$ cat src/rtl/xbl_pkg.sv
package xbl_pkg;

    typedef enum logic {
        XBL_NIBBLE = 1'b0,
        XBL_BYTE   = 1'b1
    } xbl_mode_e;

    localparam int unsigned NIB_W  = 4;
    localparam int unsigned BYTE_W = 8;

    // True when index k lies outside a table of n entries.
    function automatic logic xbl_oob(input logic [7:0] k, input int unsigned n);
        logic [31:0] kw;
        kw = {24'd0, k};
        return kw >= n;
    endfunction

endpackage

$ cat src/rtl/xbl_nib_xbar.sv
module xbl_nib_xbar
    import xbl_pkg::*;
#(
    parameter int unsigned XLEN = 32
) (
    input  logic [XLEN-1:0] tbl,
    input  logic [XLEN-1:0] index,
    output logic [XLEN-1:0] result
);
    localparam int unsigned LANES = XLEN / NIB_W;

    for (genvar i = 0; i < LANES; i++) begin : g_lane
        logic [NIB_W-1:0] k;
        logic [XLEN-1:0]  shifted;
        assign k       = index[i*NIB_W +: NIB_W];
        assign shifted = tbl >> {k, 2'b00};
        assign result[i*NIB_W +: NIB_W] =
            xbl_oob({4'd0, k}, LANES) ? '0 : shifted[NIB_W-1:0];
    end

endmodule

$ cat src/rtl/xbl_byte_xbar.sv
module xbl_byte_xbar
    import xbl_pkg::*;
#(
    parameter int unsigned XLEN = 32
) (
    input  logic [XLEN-1:0] tbl,
    input  logic [XLEN-1:0] index,
    output logic [XLEN-1:0] result
);
    localparam int unsigned LANES = XLEN / BYTE_W;

    for (genvar i = 0; i < LANES; i++) begin : g_lane
        logic [BYTE_W-1:0] k;
        logic [XLEN-1:0]   shifted;
        assign k       = index[i*BYTE_W +: BYTE_W];
        assign shifted = tbl >> {k, 3'b000};
        assign result[i*BYTE_W +: BYTE_W] =
            xbl_oob(k, LANES) ? '0 : shifted[BYTE_W-1:0];
    end

endmodule

$ cat src/rtl/xbl_lookup.sv
module xbl_lookup
    import xbl_pkg::*;
#(
    parameter int unsigned XLEN = 32
) (
    input  logic            clk,
    input  logic            rst,
    input  logic            in_valid,
    input  logic            in_mode,
    input  logic [XLEN-1:0] in_tbl,
    input  logic [XLEN-1:0] in_index,
    output logic            out_valid,
    output logic [XLEN-1:0] out_result
);
    localparam int unsigned NIB_LANES  = XLEN / NIB_W;
    localparam int unsigned BYTE_LANES = XLEN / BYTE_W;

    xbl_mode_e       mode;
    logic [XLEN-1:0] nib_res;
    logic [XLEN-1:0] byte_res;
    logic [XLEN-1:0] sel_res;

    assign mode = xbl_mode_e'(in_mode);

    xbl_nib_xbar #(.XLEN(XLEN)) u_nib (
        .tbl    (in_tbl),
        .index  (in_index),
        .result (nib_res)
    );

    xbl_byte_xbar #(.XLEN(XLEN)) u_byte (
        .tbl    (in_tbl),
        .index  (in_index),
        .result (byte_res)
    );

    always_comb begin
        unique case (mode)
            XBL_BYTE: sel_res = byte_res;
            default:  sel_res = nib_res;
        endcase
    end

    always_ff @(posedge clk) begin
        if (rst) begin
            out_valid  <= 1'b0;
            out_result <= '0;
        end else begin
            out_valid <= in_valid;
            if (in_valid) begin
                out_result <= sel_res;
            end
        end
    end

    // fixed one-cycle latency for every accepted operation
    a_r5_latency: assert property (@(posedge clk) disable iff (rst)
        in_valid |=> out_valid);

    // idle cycle gives no valid and leaves the result unchanged
    a_r6_idle_hold: assert property (@(posedge clk) disable iff (rst)
        !in_valid |=> (!out_valid && $stable(out_result)));

    // an out-of-range nibble index in lane 0 yields a zero nibble
    a_r3_nib_oob_zero: assert property (@(posedge clk) disable iff (rst)
        (in_valid && !in_mode && xbl_oob({4'd0, in_index[3:0]}, NIB_LANES))
        |=> out_result[3:0] == 4'd0);

    // an out-of-range byte index in lane 0 yields a zero byte
    a_r4_byte_oob_zero: assert property (@(posedge clk) disable iff (rst)
        (in_valid && in_mode && xbl_oob(in_index[7:0], BYTE_LANES))
        |=> out_result[7:0] == 8'd0);

    // reset clears the outputs on the next edge
    a_r7_reset_clear: assert property (@(posedge clk)
        rst |=> (!out_valid && out_result == '0));

endmodule

$ cat config.mk
export PLATFORM = sky130hd
export DESIGN_NAME = xbl_lookup
export DESIGN_NICKNAME = d
export VERILOG_FILES = /design/src/rtl/xbl_pkg.sv /design/src/rtl/xbl_nib_xbar.sv /design/src/rtl/xbl_byte_xbar.sv /design/src/rtl/xbl_lookup.sv
export SDC_FILE = /design/constraint.sdc
export NUM_CORES = 1
export LEC_CHECK = 0
export ABC_AREA = 1
export CORE_MARGIN = 4
export CORE_UTILIZATION = 55
export CTS_CLUSTER_DIAMETER = 80
export DETAILED_ROUTE_END_ITERATION = 12
export DONT_BUFFER_PORTS = 1
export PLACE_DENSITY_LB_ADDON = 0.05
export SLEW_MARGIN = 10
export SYNTH_ARGS = -nofsm -noshare
export SYNTH_HDL_FRONTEND = slang
export SYNTH_HIERARCHICAL = 1
export SYNTH_SLANG_ARGS = --single-unit
$ cat constraint.sdc
create_clock -name clk -period 0.98 [get_ports clk]
set_input_delay 0.147 -clock clk [delete_from_list [all_inputs] [get_ports clk]]
set_output_delay 0.147 -clock clk [all_outputs]
set_load 0.01 [all_outputs]
==> reports/results.tsv <==
stage	metric	value	unit
setup_path	R2R Path Start	out_result[21]	
routing	Final ANT Viol Nets	0	
clocking	Clock Path Buffers	2	
clocking	CTS root buffer	clkbuf_8	
finish	final instance area	6060	um^2
setup_path	CP required	1200	ps
global_routing	gr usage total	0.371	
yosys	syn nets	1281	
finish	share of layout cells above drive strength 1	0.0889	
timing	worst hold margin	22.7	ps
finish	n_diodes	0	
floorplanning	row cnt	37	
placed_design	IO Port Bufs	0	
finish	area grow syn2layout	3.13	%
finish	most common cell after layout, fill and taps aside	nand2_1	
timing	RSZ-0062 raised after global routing	true	
timing	Final Max Tran Viols	0	
yosys	Post-Syn Instances	1213	
routing	routed length per instance	18.0	um
placed_design	worst slack at placement	-259	ps
placed_design	gpl congestion	1.00	
global_routing	gr ovfl total	0	
setup_path	register-to-register setup slack	270	ps
timing	Final period util	0.929	
setup_path	Setup Crit Path Kind	primary input to register	
clocking	CTS tree	yes	
routing	number of remaining DRC errors	0	
finish	commonest non-fill, non-tap cells in the layout	512 x nand2_1, 225 x nand3_1, 166 x nor2_1, 86 x inv_1	
timing	Worst Clk Skew	0	ps
timing	fmax	1100	MHz
routing	initial drt markers	1252	
yosys	sequential share of the synthesized area	0.112	
clocking	CTS Buf Count	5	
status	outcome	finished, final reports clean	
yosys	syn avg cell area	4.85	um^2
yosys	most used flip-flop cell after synthesis	dfxtp_1	
routing	Vias per Instance	5.82	
finish	Final Util	0.585	
global_routing	initial antenna violation count	0	
yosys	Seq cells post-synth	33	
floorplanning	Boundary Pins	101	
job	max_cap viols	0	
floorplanning	die height	111	um
clocking	worst-skew pair later-pin latency	290	ps
yosys	Post-Syn Area	5880	um^2
timing	Worst slew margin	0.718	
setup_path	crit path from	in_tbl[29]	
setup_path	worst r2r path cells	2	
timing	minimum clock period	910	ps
power	PwrDens	826	nW/um^2
setup_path	critical-path maximum fanout	8	
setup_path	Critical Path Sink Type	register	
clocking	Clk pin slew, worst setup/hold paths	80	ps
routing	DR vias	7728	
yosys	Netlist cell types	18	
floorplanning	Die W	111	um
power	maximum vdd ir drop	0.000669	V
global_routing	vias in the first global route	6977	
floorplanning	Die ar.	12400	um^2
floorplanning	initial core utilization	0.567	
routing	WL final	23900	um
yosys	Post-synth EDFFs	0	
global_routing	first-pass GRT wire length	37500	um
placed_design	Placement Cell Area	5780	um^2
floorplanning	Core Area	10400	um^2
yosys	Async SR Flop Fraction	0	
finish	Final nets	1259	
setup_path	worst setup path endpoint	out_result[21]	
routing	total iterations of the first detailed-routing run	7	
placed_design	Final HPWL DP	16900	um
min_path	Min-Delay Path Class	primary input to register	
timing	final hold vios	0	
timing	Worst-Margin Slew	423	ps
timing	Worst Slack Setup Final	69.8	ps
power	Design Power	5.01	mW
power	Static Leak	3.19	nW
timing	final setup vio count	0	
setup_path	startpoint types	primary input	
min_path	worst hold stages	2	
clocking	H-tree depth	2	
yosys	Ys Warns	6	
global_routing	largest net degree at the start of global routing	66	
clocking	CTS Sinks	33	
setup_path	r2r endpoint	out_result[21]	
setup_path	CP arrival	1140	ps
[through the flow]
step           setup TNS, ps  cells
2_1_floorplan           -346   1213
3_3_place_gp           -4580   1312
3_5_place_dp           -4810   1312
4_1_cts                    0   1322
5_1_grt                 -142   1328
6_report                   0   1328
[worst min path at each step]
stage	to	slack [ps]	start
6_report	out_result[3]	20	in_valid
5_1_grt	out_result[0]	50	in_valid
3_5_place_dp	out_valid	220	rst
2_1_floorplan	out_valid	220	rst
4_1_cts	out_result[3]	30	in_valid
3_3_place_gp	out_valid	220	rst
[state kept, by name, indices dropped and copies added (netlist names)]
name and flops:
out_result 32, out_valid 1
[cell type report]
type / instances / area (um^2)
Clock buffer: 7 / 86.3
Fill cell: 1149 / 4310
Timing Repair Buffer: 44 / 430
Sequential cell: 33 / 661
Clock inverter: 1 / 30.0
Inverter: 130 / 608
Multi-Input combinational cell: 977 / 4080
Tap cell: 136 / 170
[power by group]
group	total [mW]	internal [mW]	switching, mW
sequential	1.52	1.42	0.0916
clock	1.37	0.830	0.542
combinational	2.12	0.790	1.33
[routing by layer]
layer,wire [um],vias to the layer above,track usage
met1,9250,3332,0.483
li1,-,3700,-
met5,0,-,0
met4,1400,0,0.183
met3,3200,108,0.103
met2,10000,588,0.564
[critical path: stages]
cell	delay, ps
clkinvlp_4	170
buf_4	190
nand2_1	50
nand3_1	70
nand3_1	80
nand2_1	70
nor2_2	100
inv_1	40
nor2_1	80
nor2_1	40
nor2_1	90
[cell usage after synthesis (11+ instances only)]
cell | count | area share
nand2_1 | 512 | 0.33
nand3_1 | 225 | 0.19
nor2_1 | 172 | 0.11
inv_1 | 101 | 0.064
buf_6 | 40 | 0.077
dfxtp_1 | 33 | 0.11
a21oi_1 | 29 | 0.025
o21ai_0 | 25 | 0.021
buf_2 | 17 | 0.014
inv_2 | 16 | 0.010
inv_4 | 12 | 0.013
buf_4 | 11 | 0.014
[cells by family (layout without fill, tap and decap cells)]
family                 after synthesis  in the layout  share of synthesized area
buffers and inverters              203            182                      0.197
DFF                                 33             33                      0.112
AOI/OAI and AO/OA                   64             64                     0.0564
and+or+nand+nor                    913            913                      0.635
[repair_timing]
item                                    in CTS  in global routing
endpoints found under the setup margin       0                 14
endpoints found under the hold margin        1                  0
resized for setup                            0                 21
setup buffers                                0                  7
hold buffers                                 2                  0
No activity file was read; power rests on OpenSTA's default activity.
